[config.mk]
export PLATFORM = sky130hd
export DESIGN_NAME = pulse_meas_timer
export DESIGN_NICKNAME = d
export VERILOG_FILES = /design/src/rtl/pmt_pkg.sv /design/src/rtl/pmt_ctrl.sv /design/src/rtl/pmt_datapath.sv /design/src/rtl/pulse_meas_timer.sv
export SDC_FILE = /design/constraint.sdc
export NUM_CORES = 1
export LEC_CHECK = 0
export BUFFER_PORTS_ARGS = -buffer_cell sky130_fd_sc_hd__buf_2
export CELL_PAD_IN_SITES_DETAIL_PLACEMENT = 1
export CELL_PAD_IN_SITES_GLOBAL_PLACEMENT = 2
export CORE_UTILIZATION = 36
export DETAILED_ROUTE_END_ITERATION = 6
export GPL_TIMING_DRIVEN = 0
export PLACE_DENSITY = 0.82
export SYNTH_ARGS = -nofsm -noshare
export SYNTH_HDL_FRONTEND = slang
export SYNTH_SLANG_ARGS = --single-unit
[constraint.sdc]
create_clock -name clk -period 6.1 [get_ports clk]
set_input_delay 1.83 -clock clk [delete_from_list [all_inputs] [get_ports clk]]
set_output_delay 1.83 -clock clk [all_outputs]
set_load 0.01 [all_outputs]
[src/rtl/pmt_pkg.sv]
package pmt_pkg;
  typedef struct packed {
    logic clear;
    logic run;
    logic capture;
    logic timerMode;
    logic toggleEn;
  } pmtStrobe_t;

  typedef enum logic [1:0] {ST_IDLE, ST_ARM, ST_MEAS, ST_TIMER} pmtState_t;

  localparam logic [2:0] MODE_TIMER     = 3'b000;
  localparam logic [2:0] MODE_TIMER_OUT = 3'b001;
  localparam logic [2:0] MODE_ANY       = 3'b010;
  localparam logic [2:0] MODE_DIV       = 3'b011;
  localparam logic [2:0] MODE_RISE      = 3'b100;
  localparam logic [2:0] MODE_HIGH      = 3'b101;
  localparam logic [2:0] MODE_LOW       = 3'b110;
  localparam logic [2:0] MODE_FALL      = 3'b111;
endpackage

[src/rtl/pmt_ctrl.sv]
module pmt_ctrl
  import pmt_pkg::*;
#(
  parameter int DIV_RATIO = 4,
  localparam int DIV_W = (DIV_RATIO > 2) ? $clog2(DIV_RATIO) : 1
) (
  input  logic       clk,
  input  logic       rstN,
  input  logic       sigIn,
  input  logic [2:0] mode,
  input  logic       contMode,
  input  logic       startStrb,
  input  logic       stopStrb,
  input  logic       cmpHit,
  output pmtStrobe_t strb,
  output logic       busy
);
  logic syncA, syncB, syncPrev;
  logic rise, fall;
  logic startEdge, stopEdge, restartOnStop;
  logic isTimer;
  logic [DIV_W-1:0] divCnt;
  logic divClr;
  pmtState_t state, nextState;

  always_ff @(posedge clk) begin
    if (!rstN) begin
      syncA <= 1'b0;
      syncB <= 1'b0;
      syncPrev <= 1'b0;
    end else begin
      syncA <= sigIn;
      syncB <= syncA;
      syncPrev <= syncB;
    end
  end

  assign rise = syncB & ~syncPrev;
  assign fall = ~syncB & syncPrev;
  assign isTimer = (mode == MODE_TIMER) || (mode == MODE_TIMER_OUT);

  always_comb begin
    startEdge = 1'b0;
    stopEdge = 1'b0;
    restartOnStop = 1'b0;
    case (mode)
      MODE_ANY: begin
        startEdge = rise | fall;
        stopEdge = rise | fall;
        restartOnStop = 1'b1;
      end
      MODE_DIV: begin
        startEdge = rise;
        stopEdge = rise && (divCnt == DIV_W'(DIV_RATIO - 1));
        restartOnStop = 1'b1;
      end
      MODE_RISE: begin
        startEdge = rise;
        stopEdge = rise;
        restartOnStop = 1'b1;
      end
      MODE_FALL: begin
        startEdge = fall;
        stopEdge = fall;
        restartOnStop = 1'b1;
      end
      MODE_HIGH: begin
        startEdge = rise;
        stopEdge = fall;
      end
      MODE_LOW: begin
        startEdge = fall;
        stopEdge = rise;
      end
      default: ;
    endcase
  end

  always_comb begin
    strb = '0;
    nextState = state;
    divClr = 1'b0;
    case (state)
      ST_ARM: begin
        if (startEdge) begin
          strb.clear = 1'b1;
          divClr = 1'b1;
          nextState = ST_MEAS;
        end
      end
      ST_MEAS: begin
        strb.run = 1'b1;
        if (stopEdge) begin
          strb.capture = 1'b1;
          if (contMode && restartOnStop) begin
            strb.clear = 1'b1;
            divClr = 1'b1;
          end else if (contMode) begin
            nextState = ST_ARM;
          end else begin
            nextState = ST_IDLE;
          end
        end
      end
      ST_TIMER: begin
        strb.run = 1'b1;
        strb.timerMode = 1'b1;
        strb.toggleEn = (mode == MODE_TIMER_OUT);
        if (cmpHit && (mode == MODE_TIMER) && !contMode) nextState = ST_IDLE;
      end
      default: ;
    endcase
    if (stopStrb) begin
      strb = '0;
      nextState = ST_IDLE;
    end else if (startStrb) begin
      strb = '0;
      strb.clear = 1'b1;
      nextState = isTimer ? ST_TIMER : ST_ARM;
    end
  end

  always_ff @(posedge clk) begin
    if (!rstN) begin
      state <= ST_IDLE;
      divCnt <= '0;
    end else begin
      state <= nextState;
      if (divClr) divCnt <= '0;
      else if (state == ST_MEAS && rise && mode == MODE_DIV) divCnt <= divCnt + 1'b1;
    end
  end

  assign busy = (state != ST_IDLE);
endmodule

[src/rtl/pmt_datapath.sv]
module pmt_datapath
  import pmt_pkg::*;
#(
  parameter int CNT_W = 16,
  parameter int PRE_W = 5
) (
  input  logic             clk,
  input  logic             rstN,
  input  pmtStrobe_t       strb,
  input  logic [1:0]       clkSel,
  input  logic             cmpWrEn,
  input  logic [CNT_W-1:0] cmpWrData,
  input  logic             doneClr,
  input  logic             ovfClr,
  output logic             cmpHit,
  output logic [CNT_W-1:0] result,
  output logic             done,
  output logic             ovf,
  output logic             pulseOut
);
  localparam logic [CNT_W-1:0] CNT_MAX = '1;

  logic [PRE_W-1:0] preCnt, preLimit;
  logic [CNT_W-1:0] cnt, cmpReg;
  logic tick, wrapHit;

  always_comb begin
    case (clkSel)
      2'b00:   preLimit = PRE_W'(3);
      2'b01:   preLimit = PRE_W'(15);
      default: preLimit = PRE_W'(31);
    endcase
  end

  assign tick = strb.run && (preCnt == preLimit);
  assign cmpHit = tick && strb.timerMode && (cnt == cmpReg);
  assign wrapHit = tick && !strb.timerMode && (cnt == CNT_MAX);

  always_ff @(posedge clk) begin
    if (!rstN) begin
      preCnt <= '0;
      cnt <= '0;
      cmpReg <= '0;
      result <= '0;
      done <= 1'b0;
      ovf <= 1'b0;
      pulseOut <= 1'b0;
    end else begin
      if (cmpWrEn) cmpReg <= cmpWrData;
      if (strb.clear) begin
        preCnt <= '0;
        cnt <= '0;
      end else if (strb.run) begin
        preCnt <= tick ? '0 : preCnt + 1'b1;
        if (cmpHit) cnt <= '0;
        else if (tick) cnt <= cnt + 1'b1;
      end
      if (strb.capture) result <= cnt + CNT_W'(tick);
      if (strb.capture || cmpHit) done <= 1'b1;
      else if (doneClr) done <= 1'b0;
      if (wrapHit) ovf <= 1'b1;
      else if (ovfClr) ovf <= 1'b0;
      if (cmpHit && strb.toggleEn) pulseOut <= ~pulseOut;
    end
  end
endmodule

[src/rtl/pulse_meas_timer.sv]
module pulse_meas_timer
  import pmt_pkg::*;
#(
  parameter int CNT_W = 16,
  parameter int DIV_RATIO = 4
) (
  input  logic             clk,
  input  logic             rstN,
  input  logic             ctrlWrEn,
  input  logic [7:0]       ctrlWrData,
  output logic [7:0]       ctrlRdData,
  input  logic             startStrb,
  input  logic             stopStrb,
  input  logic             cmpWrEn,
  input  logic [CNT_W-1:0] cmpWrData,
  input  logic             doneClr,
  input  logic             ovfClr,
  input  logic             sigIn,
  output logic [CNT_W-1:0] result,
  output logic             done,
  output logic             ovf,
  output logic             pulseOut,
  output logic             busy
);
  logic [7:0] ctrlReg;
  pmtStrobe_t strb;
  logic cmpHit;

  always_ff @(posedge clk) begin
    if (!rstN) ctrlReg <= 8'h00;
    else if (ctrlWrEn) ctrlReg <= {ctrlWrData[7:6], 2'b00, ctrlWrData[3:0]};
  end
  assign ctrlRdData = ctrlReg;

  pmt_ctrl #(.DIV_RATIO(DIV_RATIO)) i_ctrl (
    .clk(clk), .rstN(rstN), .sigIn(sigIn), .mode(ctrlReg[2:0]),
    .contMode(ctrlReg[3]), .startStrb(startStrb), .stopStrb(stopStrb),
    .cmpHit(cmpHit), .strb(strb), .busy(busy)
  );

  pmt_datapath #(.CNT_W(CNT_W)) i_datapath (
    .clk(clk), .rstN(rstN), .strb(strb), .clkSel(ctrlReg[7:6]),
    .cmpWrEn(cmpWrEn), .cmpWrData(cmpWrData), .doneClr(doneClr),
    .ovfClr(ovfClr), .cmpHit(cmpHit), .result(result), .done(done),
    .ovf(ovf), .pulseOut(pulseOut)
  );
endmodule

# Word level (Yosys, flattened, before mapping)
# Index checks and enable logic that the tools add are counted.
# word_totals
ff_bits	69
latch_bits	0
ram_bits	0
mem_bits_ro	0
inputBits	33
out_inout_bits	28
elab_cells	106
memories	0
# classes
addsub	4
multipliers	0
n_div	0
n_lt_le_gt_ge	0
n_eq_ne	19
n_shift	0
muxes	29
bitwise_logic	7
reduce_logical	34
# op_table
cell	n
16-bit two-way mux	2
16-bit by 1-bit adder with 16-bit output	1
16-bit by 1-bit adder with 16-bit output (second input constant)	1
16-bit equality test	1
16-bit equality test (second input constant)	1
5-bit two-way mux	3
2-bit two-way mux	7
2-bit OR reduction	7
3-bit equality test (second input constant)	4
1-bit logical AND	12
1-bit two-way mux	12
5-bit case mux with 2 select lines	1
3-bit by 2-bit != test with 1-bit output (second input constant)	3
2-bit nonzero test	4
2-bit equality test (second input constant)	3
3-bit by 2-bit equality test with 1-bit output (second input constant)	2
2-bit case mux with 3 select lines	1
5-bit by 1-bit adder with 5-bit output (second input constant)	1
5-bit equality test	1
5-bit AND reduction	1
2-bit by 1-bit equality test with 1-bit output (second input constant)	2
1-bit NOT	4
1-bit case mux with 4 select lines	1
4-bit nonzero test	1
other kinds (14)	17

# Logic depth before layout (Yosys ltp)
# Gate-level depths: netlist (run 1).
# logic_depth
ltp_word	17
depth_mapped	14
ltp_nobuf	13

# Cells and area by module
# A second synthesis (run 1) with hierarchy kept.
# hier_totals
cells_unflattened	410
hier_area_um2	3672.3
# modules_own_cells
mod	n_inst	cells_per_inst	area_each_um2	seq_area_each_um2
pmt_datapath	1	317	2817.7	1121.1
pmt_ctrl	1	71	606.8	140.1
pulse_meas_timer	1	22	247.7	120.1

# Least setup slack after synthesis (run 1)
# OpenSTA, ideal clock, no wires.
# synth_timing
path_kind	input to register
startpoint	input port startStrb
endpoint	register i_datapath.result[15]
setup_ns	0.086
t_arrival_ns	3.702
required_ns	6.014
path_slack_ns	2.312
stages	13
n_path_buf	2
path_cell_list	clkbuf_1 -> nor2_1 -> nand3b_1 -> a21o_1 -> inv_1 -> buf_2 -> ha_1 -> nand3_1 -> nor2_1 -> nand2b_1 -> nor2_1 -> xnor2_1 -> a211oi_1
# synth_between
elab_chain_len	4
# synth_rtl
item	line	text
from (decl)	pulse_meas_timer.sv:12	input logic startStrb,
5-bit two-way mux *	pmt_ctrl.sv:116	end else if (startStrb) begin
5-bit two-way mux *	pmt_ctrl.sv:113	if (stopStrb) begin
1-bit logical AND	pmt_datapath.sv:35	assign tick = strb.run && (preCnt == preLimit);
16-bit by 1-bit adder with 16-bit output	pmt_datapath.sv:58	if (strb.capture) result <= cnt + CNT_W'(tick);
to (signal assigned)	pmt_datapath.sv:58	
to (decl)	pmt_datapath.sv:16	output logic [CNT_W-1:0] result,
# Every way passes the cells marked *; elsewhere a longest branch is shown, timed or not.
# A chain may end at the register's enable or synchronous reset.

# Final worst setup path (run 1)
# Ends and elaborated chain as after synthesis.

==> results of run 1 <==
==> report_power, final <==
group          total (mW)  switching [mW]  internal (mW)
registers           0.470         0.00861          0.461
logic              0.0822          0.0449         0.0373
clock network       0.509           0.185          0.324
==> critical path, delay by kind of cell <==
family	cells	cell delay (ns)
and+or+nand+nor	6	1.07
buffers and inverters	3	0.59
AOI/OAI and AO/OA	2	0.49
adders and majority gates	1	0.21
xor gates and xnor gates	1	0.10
==> cells by family (layout without fill, tap and decap cells) <==
| logic type | after synthesis | in the layout | synth area share (%) |
|---|---|---|---|
| compound gates | 47 | 47 | 9.71 |
| xor+xnor | 46 | 46 | 11.4 |
| fa+ha+maj | 11 | 11 | 3.90 |
| buf+inv | 47 | 116 | 6.27 |
| flops | 69 | 69 | 39.1 |
| mux | 27 | 27 | 7.69 |
| other cells | 1 | 2 | 0.106 |
| simple gates | 161 | 161 | 21.8 |
==> area by class of cell <==
cell class                      instances  share of cell area (%)
Sequential cell                        69                    32.6
Timing Repair Buffer                   53                    6.26
Multi-Input combinational cell        294                    45.7
Inverter                               14                    1.24
Clock inverter                          6                    3.16
Tap cell                              129                    3.81
Buffer                                 33                    3.99
Clock buffer                           10                    3.25
==> per-layer routing <==
layer | routed length, um | vias up
met2 | 3940 | 48
li1 | - | 1517
met3 | 293 | 8
met4 | 98 | 0
met1 | 4640 | 1421
met5 | 0 | -
==> cells in the final DEF, fill, tap and decap left out, types with 3 or more instances in the layout <==
| cell | instances |
|---|---|
| dfxtp_1 | 69 |
| nor2b_1 | 3 |
| bufinv_16 | 4 |
| clkbuf_8 | 10 |
| ha_1 | 11 |
| nor3_1 | 12 |
| nand2_1 | 17 |
| a211oi_1 | 15 |
| clkbuf_1 | 19 |
| nand4_1 | 15 |
| buf_2 | 58 |
| inv_1 | 13 |
| mux2i_1 | 26 |
| nor2_1 | 75 |
| o21ai_0 | 7 |
| and2_1 | 7 |
| nor3b_1 | 3 |
| xnor2_1 | 31 |
| nand3_1 | 11 |
| buf_4 | 7 |
| a21oi_1 | 12 |
| xor2_1 | 15 |
| nor4_1 | 5 |
==> synth_stat cells (all sizes together) (2+ instances only) <==
cell type and instances:
inv 13, o211ai 2, nand2b 2, mux2i 26
nor2 75, a211oi 15, ha 11, and4 2
buf 13, nor4 5, xnor2 31, nand2 17
nor3b 3, dfxtp 69, nand3 11, a21o 2
a21oi 12, nand4 15, nor3 12, o21ai 7
and2 7, clkbuf 20, and3 2, nor2b 3
xor2 15
==> state kept, by name, indices dropped and copies added, names as in the netlist <==
signal / cells
i_datapath.cnt: 16
i_datapath.cmpReg: 16
i_ctrl.state: 2
i_ctrl.syncPrev: 1
ctrlRdData: 6
i_datapath.preCnt: 5
i_datapath.done: 1
i_datapath.result: 16
i_ctrl.syncB: 1
i_datapath.pulseOut: 1
i_ctrl.divCnt: 2
i_datapath.ovf: 1
i_ctrl.syncA: 1
==> path summary, 6_finish.rpt <==
path	from	to	slack, ns	cells after the start
worst max-delay path	startStrb	i_datapath.result[15]	2.07	13
worst min-delay path	i_ctrl.syncA	i_ctrl.syncB	0.46	1
worst max register to register	i_ctrl.state[0]	i_datapath.result[15]	3.03	14
worst min register to register	i_ctrl.syncA	i_ctrl.syncB	0.46	1
==> metrics by stage <==
step	total power, mW	hold WS [ns]	instances	area (um2)	util (%)
floorplan	0.533	0.412	410	3540	-
global placement	0.561	0.433	592	3960	42.3
detailed placement	0.563	0.442	592	3960	42.3
CTS	1.07	0.464	608	4230	45.2
global route	1.10	0.486	608	4230	45.2
finish	1.06	0.456	608	4230	45.2
==> metrics, run 1 <==
Post-Route WL=approximately 9 mm; ANT nets after route=0; WL per Instance=14.8 um; post-CTS setup buffer count=0; First DRT Iteration DRCs=91; DIE HEIGHT=101 um; VDD IR max=0.103 mV; FF+latch count, synth=69; number of buffers added on ports=53; H-tree depth=3; Num CTS Buffers=9; Critical Path AT=4.29 ns; nets=518; Worst-Margin Slew=about 0.70 ns; Unique masters post-synth=47; routed vias=2994; first-pass GRT wire length=14.9 mm; register area=0.00138 mm2; post-synthesis cell count=slightly above 400; Yosys top cell by area=dfxtp_1; Power Dens Cells=251 mW/mm2; largest net degree at the start of global routing=13; synth-to-layout area growth=19.9%; Clock Sink Count=69; post-layout minimum cycle time=4.03 ns; First-pass DRT Iterations=4; Place WS=1.74 ns; GR Util met2=a little under a third; M3 GR Usage=3.95%; vias in the first global route=3018; Bufs on Longest Clock Path=2; crit path cell chain=clkbuf_1, nor2_1, nand3b_1, a21o_1, inv_1, buf_2, ha_1, nand3_1, nor2_1, nand2b_1, nor2_1, xnor2_1, a211oi_1; hold buffer count at CTS=0; crit start category=input port; Initial Util=37.7%; share of flip-flops with an asynchronous set or reset=0%; diode count=0; final worst slack=2.07 ns; multi-input combinational cell area=just under 0.002 mm2; Synth Cell Area=0.00353 mm2; Via density=4.92; layout cells sized above 1=18.4%; HP Class=register to register; cell row count=35; Post-synth EDFFs=0; register area share after synthesis=39.1%; post-CTS sizing=0; GPL Wtd Cong=~0.74; Worst-Skew Late Latency=0.35 ns; Critical Path Max Stage Delay=0.26 ns; Achievable Freq=248 MHz; Crit Path Category=input port to register; MaxCap Viol Count=0; Post-Syn Area per Cell=roughly 8.6 um2; die width=101 um; clock skew=~0.011 ns; Final Max Tran Viols=0; root buffer cell=clkbuf_8; Filler Cell Count=1163; DRC Markers=0; RSZ-0062 raised after global routing=no; clock slew at reported path FFs=0.08 ns; aggregate global routing overflow=0; gr usage total=19.1%; core area=0.00937 mm2; top cell type's share of synthesized area=39.1%; Hold Vio Cnt, Final=0; met1 Usage GRT=26.3%; Fin Setup TNS=0 ns; Die Area=0.0102 mm2; TritonCTS clock tree=yes; crit end category=register; post-detail-place hpwl=between 6 and 7 mm; Yosys warnings=0; status=completed; # setup viols final=0; final period utilization=66.1%; I/O pin count=61; Main synth FF type=dfxtp_1; initial antenna violation count=0; gr busiest metal=met2; Critical Path Most Common Cell=nor2_1; Critical Path Fanout Max=10; Slew headroom=53.6%; Critical Path RT=6.35 ns; Synth area leaders=dfxtp_1 (39%), nor2_1 (8.0%), xnor2_1 (7.7%), mux2i_1 (7.4%), ha_1 (3.9%); leakage power=around 1.7 nW; slowest cell on the critical path=buf_2
(Power assumes the default switching activity.)
==> run 2, diff against run 1 <==
- ABC_AREA: unset -> 1
- CORE_UTILIZATION: 36 -> 31
- PLACE_DENSITY: 0.82 -> 0.77
- clock period: 6.1 -> 3.85 ns (I/O delays scaled with it)
==> run 2 against run 1 <==
Against the previous run:
- combinational power up 96%
- sequential power increased by 60%
- final cell count is 40% higher
- count of clock-buffer cells in the layout up 3
- synthesized cell count is 48% higher
- sequential cell count stayed put
- critical path type unchanged
- largest cell class unchanged
==> metrics, run 2 <==
hold buffer count at CTS=0; Critical Path Max Stage Delay=0.20 ns; crit start category=input port; Hold Startpoint=i_ctrl.syncA; Crit Path Category=input port to register; most common cell after layout, fill and taps aside=nand2_1; Yosys top cell by area=dfxtp_1; CP delay by family, top=simple AND/OR/NAND/NOR gates; vias in the first global route=3967; multi-input combinational cell area=between 0.002 and 0.0025 mm2; Critical Path RT=4.13 ns; post-detail-place hpwl=10.2 mm; Flop pwr share=between 40% and 50%; VDD IR max=just over 0.2 mV; clock slew at reported path FFs=0.05 ns; number of buffers added on ports=56; Finished Core Util=37.7%; crit end category=register; final period utilization=78.7%; GPL Wtd Cong=0.859; register area=0.00138 mm2; most frequent cell after synthesis=nand2_1; root buffer cell=clkbuf_16; Unique masters post-synth=37; Power Dens Cells=352 mW/mm2; Post-Route WL=between 10 and 15 mm; top cell type's share of synthesized area=34.5%; post-layout minimum cycle time=between 3 and 4 ns; synth-to-layout area growth=19.0%; die width=around 120 um; Via density=4.67; commonest cells after routing, fill and taps aside=nand2_1 (120), inv_1 (96), nor2_1 (69), dfxtp_1 (69), buf_2 (63); post-CTS sizing=0; biggest regs=i_datapath.cmpReg (16), i_datapath.cnt (16), i_datapath.result (16); Int Pwr=1.24 mW; # setup viols final=0; Critical Path Fanout Max=5; Clock Sink Count=69; Comb power frac=9.6%; largest net degree at the start of global routing=11; clock skew=about 0.0047 ns; Fin Setup TNS=0 ns; Clock Power Share=45.7%; First DRT Iteration DRCs=191; final worst slack=0.820 ns; routed vias=3972; Buf+Inv Stages, Crit Path=3; MaxCap Viol Count=0; Bufs on Longest Clock Path=2; crit path cell chain=buf_2, nor2_2, o21ai_2, nor2_2, nand3_1, inv_2, ha_1, ha_1, nand2_1, nor2_2, inv_1, nor2_1, xor2_1, o21ai_1, a21oi_1; WL per Instance=15.0 um; Worst-Skew Late Latency=0.35 ns; Main synth FF type=dfxtp_1; aggregate global routing overflow=0; register area share after synthesis=34.5%; ANT nets after route=0; First-pass DRT Iterations=4; HP Class=register to register; Initial Util=31.7%; Final Max Tran Viols=0; slowest cell on the critical path=ha_1; RSZ-0062 raised after global routing=no; Place WS=0.455 ns; Filler Cell Count=around 1700; Worst-Margin Slew=0.626 ns; nets=718; Synth Cell Area=0.00400 mm2; diode count=0; gr usage total=between 20% and 30%; sw power=0.434 mW; post-CTS setup buffer count=0; initial antenna violation count=0; H-tree depth=3; DIE HEIGHT=116 um; R2R Path Start=i_ctrl.state[0]; Slew headroom=between 50% and 60%; Synth area leaders=dfxtp_1 (35%), nand2_1 (11%), inv_1 (9.0%), nor2_1 (6.5%), o21ai_0 (5.8%); Post-Syn Area per Cell=6.60 um2; Achievable Freq=330 MHz; share of flip-flops with an asynchronous set or reset=0%; Sw Share=25.9%; DRC Markers=0; Critical Path Start=stopStrb; Critical Path AT=3.31 ns; Post-synth top cells=nand2_1 (120), inv_1 (96), dfxtp_1 (69), nor2_1 (69), o21ai_0 (46); core area=0.0126 mm2; cell row count=41; Final Non-Filler Cells=850; post-synthesis cell count=606; Yosys warnings=0; Critical Path Most Common Cell=nor2_2; status=completed; I/O pin count=61; FF+latch count, synth=a little under 70; layout cells sized above 1=17.8%; Hold Vio Cnt, Final=0; leakage power=2.25 nW; Die Area=0.0134 mm2; TritonCTS clock tree=yes; Post-synth EDFFs=0; Num CTS Buffers=9; placed cell count=835; first-pass GRT wire length=20.4 mm
==> run 2: cell types whose count changed after synthesis, sizes merged, moves of 6 or more <==
cell / change
nand2: +111
inv: +87
o21ai: +47
nand3: +34
a21oi: +28
xnor2: -27
mux2i: -26
a211oi: -15
nor2: +13
clkbuf: -12
nor3: -7
and2: -6
==> run 2: cell type report <==
class	count	area share, %
Buffer	22	2.58
Multi-Input combinational cell	416	44.6
Inverter	100	7.89
Clock buffer	13	5.26
Tap cell	172	4.52
Timing Repair Buffer	56	5.89
Clock inverter	2	0.210
Sequential cell	69	29.0
==> run 2: through the flow <==
step                power, mW  instance area (um2)  hold WS, ns
global route             1.74                 4760        0.458
floorplan               0.867                 4000        0.390
finish                   1.68                 4760        0.417
global placement        0.925                 4500        0.408
CTS                      1.70                 4760        0.422
detailed placement      0.929                 4500        0.409
==> run 2: layer usage <==
layer | vias to the layer above | routed length (um) | GRT usage (%)
li1 | 2042 | - | -
met1 | 1865 | 6280 | 27.3
met2 | 55 | 5940 | 34.3
met3 | 10 | 379 | 4.24
met4 | 0 | 141 | 5.89
met5 | - | 0 | 0
==> run 2: cell families after synthesis <==
| family | synth area share, % |
|---|---|
| simple gates | 31.5 |
| flops | 34.5 |
| compound gates | 13.9 |
| buf+inv | 12.4 |
| fa+ha+maj | 3.44 |
| other cells | 0.0937 |
| xor+xnor | 4.16 |
==> run 2: worst reg2reg max path, cell delays in order, from the launching register on <==
cell     delay (ns)
dfxtp_1        0.38
inv_1          0.08
ha_1           0.20
buf_4          0.17
o21ai_2        0.30
nor2_2         0.09
nand3_1        0.13
inv_2          0.10
ha_1           0.21
ha_1           0.22
nand2_1        0.15
nor2_2         0.07
nand2_1        0.07
xor2_1         0.19
o21ai_0        0.10
a21oi_1        0.15
==> run 2: worst paths after layout <==
check | cells past startpoint | end | slack, ns
max reg2reg | 15 | i_datapath.result[12] | 1.18
min reg2reg | 2 | i_ctrl.syncB | 0.42
min | 2 | i_ctrl.syncB | 0.42
max | 15 | i_datapath.result[10] | 0.82
==> run 2: power groups by stage <==
stage / Combinational, mW / Sequential [mW] / Clock [mW]
2_1_floorplan: 0.104 / 0.763 / 0
3_3_place_gp: 0.161 / 0.765 / 0
3_5_place_dp: 0.164 / 0.765 / 0
4_1_cts: 0.164 / 0.750 / 0.782
5_1_grt: 0.185 / 0.752 / 0.807
6_report: 0.161 / 0.750 / 0.765
